## config.mk

```make
export PLATFORM = sky130hd
export DESIGN_NAME = irq_collector
export DESIGN_NICKNAME = d
export VERILOG_FILES = /design/src/rtl/irq_collector_pkg.sv /design/src/rtl/irq_bus_decode.sv /design/src/rtl/irq_pending_reg.sv /design/src/rtl/irq_mask_bank.sv /design/src/rtl/irq_out_tracker.sv /design/src/rtl/irq_collector.sv
export SDC_FILE = /design/constraint.sdc
export NUM_CORES = 1
export LEC_CHECK = 0
export ABC_CLOCK_PERIOD_IN_PS = 4900
export BUFFER_PORTS_ARGS = -buffer_cell sky130_fd_sc_hd__buf_2
export CAP_MARGIN = 20
export CORE_MARGIN = 2
export CORE_UTILIZATION = 44
export DETAILED_ROUTE_END_ITERATION = 12
export GPL_ROUTABILITY_DRIVEN = 0
export GPL_TIMING_DRIVEN = 0
export PLACE_DENSITY = 0.94
export SYNTH_ARGS = -nofsm -noshare
export SYNTH_HDL_FRONTEND = slang
export SYNTH_SLANG_ARGS = --single-unit
```

## constraint.sdc

```tcl
create_clock -name clk -period 4.9 [get_ports clk]
set_clock_uncertainty 0.2 [all_clocks]
set_input_delay 0.98 -clock clk [delete_from_list [all_inputs] [get_ports clk]]
set_output_delay 0.98 -clock clk [all_outputs]
set_load 0.05 [all_outputs]
```

## src/rtl/irq_collector_pkg.sv

```systemverilog
package irq_collector_pkg;

   localparam int REG_ADDR_W = 3;

   localparam logic [REG_ADDR_W-1:0] A_STAT_P = 3'd0;
   localparam logic [REG_ADDR_W-1:0] A_MASK_P = 3'd1;
   localparam logic [REG_ADDR_W-1:0] A_ACK_P  = 3'd2;
   localparam logic [REG_ADDR_W-1:0] A_STAT_S = 3'd4;
   localparam logic [REG_ADDR_W-1:0] A_MASK_S = 3'd5;
   localparam logic [REG_ADDR_W-1:0] A_ACK_S  = 3'd6;

   localparam int ACK_SEL_W = 4;

   typedef struct packed {
      logic wr_mask_p;
      logic wr_ack_p;
      logic wr_mask_s;
      logic wr_ack_s;
      logic rd_stat_p;
      logic rd_stat_s;
   } strobe_t;

endpackage

```

## src/rtl/irq_bus_decode.sv

```systemverilog
module irq_bus_decode
   import irq_collector_pkg::*;
#(
   parameter int ADDR_W = REG_ADDR_W
) (
   input  logic              valid_i,
   input  logic              write_i,
   input  logic              wide_i,
   input  logic [ADDR_W-1:0] addr_i,
   output strobe_t           stb_o
);

   logic nwr;
   logic rd;
   logic [REG_ADDR_W-1:0] a;

   generate
      if (ADDR_W < REG_ADDR_W) begin : g_bad_addr
         $error("irq_bus_decode: ADDR_W too small");
      end
      if (ADDR_W > REG_ADDR_W) begin : g_hi_addr
         logic hi_zero;
         assign hi_zero = (addr_i[ADDR_W-1:REG_ADDR_W] == '0);
         assign a       = hi_zero ? addr_i[REG_ADDR_W-1:0] : 3'd7;
      end else begin : g_exact_addr
         assign a = addr_i;
      end
   endgenerate

   // narrow writes only; wide reads and narrow reads both allowed
   assign nwr = valid_i & write_i & ~wide_i;
   assign rd  = valid_i & ~write_i;

   always_comb begin
      stb_o           = '0;
      stb_o.wr_mask_p = nwr & (a == A_MASK_P);
      stb_o.wr_ack_p  = nwr & (a == A_ACK_P);
      stb_o.wr_mask_s = nwr & (a == A_MASK_S);
      stb_o.wr_ack_s  = nwr & (a == A_ACK_S);
      stb_o.rd_stat_p = rd  & (a == A_STAT_P);
      stb_o.rd_stat_s = rd  & (a == A_STAT_S);
   end

endmodule

```

## src/rtl/irq_pending_reg.sv

```systemverilog
module irq_pending_reg
   import irq_collector_pkg::*;
#(
   parameter int NLINES = 8,
   parameter int DATA_W = 8
) (
   input  logic              clk,
   input  logic              rst_n,
   input  logic [NLINES-1:0] set_i,
   input  logic [NLINES-1:0] clr_i,
   input  logic              ack_i,
   input  logic [DATA_W-1:0] ack_data_i,
   output logic [NLINES-1:0] pend_q_o,
   output logic [NLINES-1:0] pend_d_o
);

   logic [NLINES-1:0]    ack_bits;
   logic [ACK_SEL_W-1:0] sel;
   logic [NLINES-1:0]    pend_q;

   assign sel = ack_data_i[ACK_SEL_W-1:0];

   // one-hot decode of the acknowledged line; selector values past the
   // last line decode to nothing
   generate
      for (genvar i = 0; i < NLINES; i++) begin : g_ack
         assign ack_bits[i] = ack_i & (sel == ACK_SEL_W'(i));
      end
   endgenerate

   // set has the last word over clear and acknowledge
   assign pend_d_o = (pend_q & ~clr_i & ~ack_bits) | set_i;

   always_ff @(posedge clk) begin
      if (!rst_n) pend_q <= '0;
      else        pend_q <= pend_d_o;
   end

   assign pend_q_o = pend_q;

endmodule

```

## src/rtl/irq_mask_bank.sv

```systemverilog
module irq_mask_bank #(
   parameter int    NLINES     = 8,
   parameter int    DATA_W     = 8,
   parameter bit    HAS_SECOND = 1'b1
) (
   input  logic              clk,
   input  logic              rst_n,
   input  logic              wr_p_i,
   input  logic              wr_s_i,
   input  logic [DATA_W-1:0] wdata_i,
   output logic [NLINES-1:0] en_q_o,
   output logic [NLINES-1:0] en_d_o
);

   logic [NLINES-1:0] en_q;

   // active-low mask: the stored enable is the inverted byte
   assign en_d_o = wr_p_i ? ~wdata_i[NLINES-1:0] : en_q;

   always_ff @(posedge clk) begin
      if (!rst_n) en_q <= '0;
      else        en_q <= en_d_o;
   end

   assign en_q_o = en_q;

   generate
      if (HAS_SECOND) begin : g_second
         // storage only: never reaches the interrupt path
         logic [DATA_W-1:0] mask_s_q;
         always_ff @(posedge clk) begin
            if (!rst_n)      mask_s_q <= '0;
            else if (wr_s_i) mask_s_q <= wdata_i;
         end
      end else begin : g_no_second
         logic unused_s;
         assign unused_s = wr_s_i;
      end
   endgenerate

endmodule

```

## src/rtl/irq_out_tracker.sv

```systemverilog
module irq_out_tracker #(
   parameter int NLINES = 8
) (
   input  logic              clk,
   input  logic              rst_n,
   input  logic [NLINES-1:0] pend_d_i,
   input  logic [NLINES-1:0] en_d_i,
   output logic              irq_o,
   output logic              post_o,
   output logic              drop_o
);

   logic flag_q;
   logic flag_d;
   logic post_q;
   logic drop_q;

   assign flag_d = |(pend_d_i & en_d_i);

   always_ff @(posedge clk) begin
      if (!rst_n) begin
         flag_q <= 1'b0;
         post_q <= 1'b0;
         drop_q <= 1'b0;
      end else begin
         // post only when not already posted, withdraw only when posted
         post_q <= ~flag_q &  flag_d;
         drop_q <=  flag_q & ~flag_d;
         flag_q <= flag_d;
      end
   end

   assign irq_o  = flag_q;
   assign post_o = post_q;
   assign drop_o = drop_q;

endmodule

```

## src/rtl/irq_collector.sv

```systemverilog
module irq_collector
   import irq_collector_pkg::*;
#(
   parameter int NLINES     = 8,
   parameter int DATA_W     = 8,
   parameter int RDATA_W    = 64,
   parameter int ADDR_W     = 3,
   parameter bit HAS_SECOND = 1'b1
) (
   input  logic               clk,
   input  logic               rst_n,
   input  logic [NLINES-1:0]  set_vec_i,
   input  logic [NLINES-1:0]  clr_vec_i,
   input  logic               bus_valid_i,
   input  logic               bus_write_i,
   input  logic               bus_wide_i,
   input  logic [ADDR_W-1:0]  bus_addr_i,
   input  logic [DATA_W-1:0]  bus_wdata_i,
   output logic [RDATA_W-1:0] bus_rdata_o,
   output logic               irq_o,
   output logic               irq_post_o,
   output logic               irq_drop_o
);

   localparam int PAD_W = RDATA_W - NLINES;

   generate
      if (NLINES > DATA_W)           begin : g_chk_lines $error("NLINES exceeds DATA_W"); end
      if (NLINES > (1 << ACK_SEL_W)) begin : g_chk_sel   $error("NLINES exceeds acknowledge range"); end
      if (RDATA_W < NLINES)          begin : g_chk_rd    $error("RDATA_W too narrow"); end
   endgenerate

   strobe_t           stb;
   logic [NLINES-1:0] pend_q;
   logic [NLINES-1:0] pend_d;
   logic [NLINES-1:0] en_q;
   logic [NLINES-1:0] en_d;

   irq_bus_decode #(.ADDR_W(ADDR_W)) u_dec (
      .valid_i (bus_valid_i),
      .write_i (bus_write_i),
      .wide_i  (bus_wide_i),
      .addr_i  (bus_addr_i),
      .stb_o   (stb)
   );

   irq_pending_reg #(.NLINES(NLINES), .DATA_W(DATA_W)) u_pend (
      .clk        (clk),
      .rst_n      (rst_n),
      .set_i      (set_vec_i),
      .clr_i      (clr_vec_i),
      .ack_i      (stb.wr_ack_p),
      .ack_data_i (bus_wdata_i),
      .pend_q_o   (pend_q),
      .pend_d_o   (pend_d)
   );

   irq_mask_bank #(.NLINES(NLINES), .DATA_W(DATA_W), .HAS_SECOND(HAS_SECOND)) u_mask (
      .clk     (clk),
      .rst_n   (rst_n),
      .wr_p_i  (stb.wr_mask_p),
      .wr_s_i  (stb.wr_mask_s),
      .wdata_i (bus_wdata_i),
      .en_q_o  (en_q),
      .en_d_o  (en_d)
   );

   irq_out_tracker #(.NLINES(NLINES)) u_out (
      .clk      (clk),
      .rst_n    (rst_n),
      .pend_d_i (pend_d),
      .en_d_i   (en_d),
      .irq_o    (irq_o),
      .post_o   (irq_post_o),
      .drop_o   (irq_drop_o)
   );

   // second controller status and all other locations read as zero;
   // second acknowledge strobe is decoded but intentionally sinks here
   logic unused_rd;
   assign unused_rd = stb.rd_stat_s | stb.wr_ack_s;

   generate
      if (PAD_W > 0) begin : g_pad
         assign bus_rdata_o = stb.rd_stat_p ? {{PAD_W{1'b0}}, pend_q} : '0;
      end else begin : g_nopad
         assign bus_rdata_o = stb.rd_stat_p ? pend_q : '0;
      end
   endgenerate

endmodule

```

==> impl_metrics.csv <==
group,metric,value,unit
status,outcome,"completed",
clocking,clkSinkCount,19,
clocking,root_buffer,"clkbuf_4",
pwr,power_leakage,1.048,nW
critical_path,criticalPathCategory,"in2out",
finish,syn_to_final_growth,35.30,%
sta,setup_viol,0,
sta,final.setup.tns,0,ns
clocking,clk_path_buf_depth,2,
global_route,grt_use_total,16.86,%
pwr,p_int,0.2414,mW
synthesis,syn_area,1375,sq um
sta,min_period_over_period,69.69,%
critical_path,required,3.72,ns
sta,hold_viol,0,
detailed_routing,drc_errors,0,
pwr,combPwrFrac,41.5,%
floorplan,ios,99,
finish,stdcell_count,300,
placement,hpwl,2601,microns
pwr,clkPwrFrac,19.9,%
global_route,grt_max_degree,12,
synthesis,synth_top_flop_cell,"dfxtp_1",
clocking,cts_post_setup_buffers_inserted,0,
critical_path,cp_max_fo,6,
global_route,grt_pass1_wl,4512,microns
detailed_routing,viasPerCell,4.293,
clocking,cts_tree,"yes",
critical_path,worstSetupEndpointType,"output port",
clocking,ctsHoldBuffers,0,
finish,diodes,0,
detailed_routing,via_count,1288,
floorplan,dieArea,3589,sq um
sta,worst_slack,1.485,ns
global_route,grt_pass1_vias,1145,
finish,fillers,288,
placement,io_buffers,41,
floorplan,die_x,59.91,microns
sta,rsz0062_at_grt,"false",
synthesis,yosysWarnings,0,
global_route,antenna_found_initial,0,
synthesis,netlist_instances,166,
pwr,vdd_drop_max,0.0001143,V
detailed_routing,dr.pass1.iters,4,
flow_run,maxCapViolCount,0,
finish,multiInputGateArea,720.7,sq um
detailed_routing,drtAntennaViolNets,0,
detailed_routing,wire_per_inst,10.24,microns
pwr,swShare,42.68,%
detailed_routing,wl,3072,microns
synthesis,ys_seq_area_share,27.66,%
clocking,numCtsBuffers,3,
synthesis,yosys_register_bits,19,
clocking,ctsResizeCount,0,
synthesis,syn_avg_cell_area,8.284,sq um
floorplan,core,3003,sq um
sta,min_period,3.415,ns
pwr,power_frac_seq,38.5,%
floorplan,placementRows,20,
clocking,ctsHtreeMaxLevel,1,
sta,finalMaxSlewViolations,0,
hold_path,hp-class,"reg2reg",
synthesis,async_flop_share,0,%
placement,dp_cells,295,
floorplan,die-height,59.91,microns
detailed_routing,drt_iter0_markers,28,
pwr,net-switching-power,0.1797,mW
finish,final_layout_size_suffix_gt1_share,39.33,%
clocking,path_clk_slew,0.12,ns
global_route,grt-ovfl-total,0,
critical_path,crit_path_start_kind,"primary input",
placement,dpl_worst_slack,1.234,ns
pwr,p_per_area,226.3,nW/um^2
synthesis,synth_edf_count,0,
critical_path,arrival,2.23,ns
finish,regArea,380.4,sq um
clocking,insertion_delay,0.32,ns
finish,nets,300,
synthesis,synth_cell_types,30,
sta,fmax,0.2929,GHz
floorplan,start_util,45.79,%
[placed cells by master, fill, tap and decap left out, types with 3 or more instances in the layout]
| master | instances |
|---|---|
| and2b_1 | 5 |
| o21a_1 | 6 |
| dfxtp_1 | 19 |
| buf_4 | 56 |
| clkbuf_4 | 3 |
| inv_1 | 9 |
| conb_1 | 56 |
| o22ai_1 | 5 |
| a311oi_1 | 3 |
| nor3_1 | 9 |
| and2_1 | 8 |
| a21oi_1 | 5 |
| a31oi_1 | 5 |
| nor2b_1 | 6 |
| buf_2 | 41 |
| clkbuf_1 | 4 |
| nand3_1 | 4 |
[power by group through the flow]
stage | combinational (mW) | sequential (mW) | clock, mW
after floorplan | 0.149 | 0.168 | 0
after detailed placement | 0.172 | 0.166 | 0
after global placement | 0.171 | 0.165 | 0
final | 0.175 | 0.162 | 0.0839
after CTS | 0.172 | 0.162 | 0.0824
after global routing | 0.184 | 0.163 | 0.0894
[final timing paths]
kind / from / endpoint / slack [ns] / cells past startpoint
setup / recovery: bus_addr_i[2] / bus_rdata_o[5] / 1.49 / 6
setup reg to reg: u_pend.pend_q_o[5] / u_out.post_o / 3.42 / 5
hold reg to reg: u_out.irq_o / u_out.drop_o / 0.25 / 2
hold / removal: u_out.irq_o / u_out.drop_o / 0.25 / 2
[Yosys cell counts (2+ instances only)]
library cell | count | area [sq um]
and2_1 | 8 | 50.05
nand2_1 | 2 | 7.510
a21boi_0 | 2 | 15.01
dfxtp_1 | 19 | 380.4
a311oi_1 | 3 | 26.28
nor4_1 | 2 | 12.51
and2b_1 | 5 | 37.54
inv_1 | 9 | 33.78
nor3_1 | 9 | 45.04
buf_4 | 56 | 420.4
and3b_1 | 2 | 17.52
clkbuf_1 | 4 | 15.01
nand2b_1 | 2 | 12.51
nor3b_1 | 2 | 15.01
o21a_1 | 6 | 45.04
o22ai_1 | 5 | 31.28
nand3_1 | 4 | 20.02
nor2b_1 | 6 | 37.54
a21oi_1 | 5 | 25.02
a31oi_1 | 5 | 31.28
[worst max-delay path: stages]
cell and delay (ns):
buf_2 0.11, nand2b_1 0.13, nor4_1 0.36, clkbuf_2 0.26
and2_1 0.14, buf_2 0.26
[layout make-up]
type	instances	area share, %
flip-flops and latches	19	20.44
multi-input cells	132	38.74
well taps	33	2.219
inverters	9	1.816
clock buffers	3	1.210
repair buffers	42	11.30
clock inverters	1	0.2690
plain buffers	61	24.01
[registers in the layout, summed over array words and instances, names as in the netlist]
signal           count
u_out.post_o         1
u_out.drop_o         1
u_pend.pend_q_o      8
u_mask.en_q_o        8
u_out.irq_o          1
[logic make-up (layout without fill, tap and decap cells)]
family | Yosys count | count (layout) | synth area share [%]
other | 1 | 56 | 0.2727
DFF | 19 | 19 | 27.66
AOI/OAI and AO/OA | 30 | 30 | 15.20
buffers and inverters | 70 | 116 | 34.94
and+or+nand+nor | 46 | 46 | 21.93
[metal layers]
layer | global-route usage (%) | part of all wire, % | wire length [microns] | vias up
li1 | - | - | - | 654
met1 | 15.44 | 37 | 1148 | 565
met2 | 33.39 | 51 | 1566 | 62
met3 | 4.978 | 10 | 309 | 7
met4 | 7.302 | 1.6 | 48 | 0
met5 | 0 | 0 | 0 | -
[stage by stage]
| stage | hold WS [ns] | utilization [%] | total power [mW] | cell area, sq um |
|---|---|---|---|---|
| floorplan | 0.2732 | - | 0.3165 | 1582 |
| global placement | 0.2387 | 60.88 | 0.3361 | 1828 |
| detailed placement | 0.2397 | 60.88 | 0.3376 | 1828 |
| CTS | 0.2575 | 61.79 | 0.4169 | 1856 |
| global route | 0.2826 | 61.96 | 0.4361 | 1861 |
| finish | 0.2537 | 61.96 | 0.4211 | 1861 |
Power figures use the tool's default switching activity.
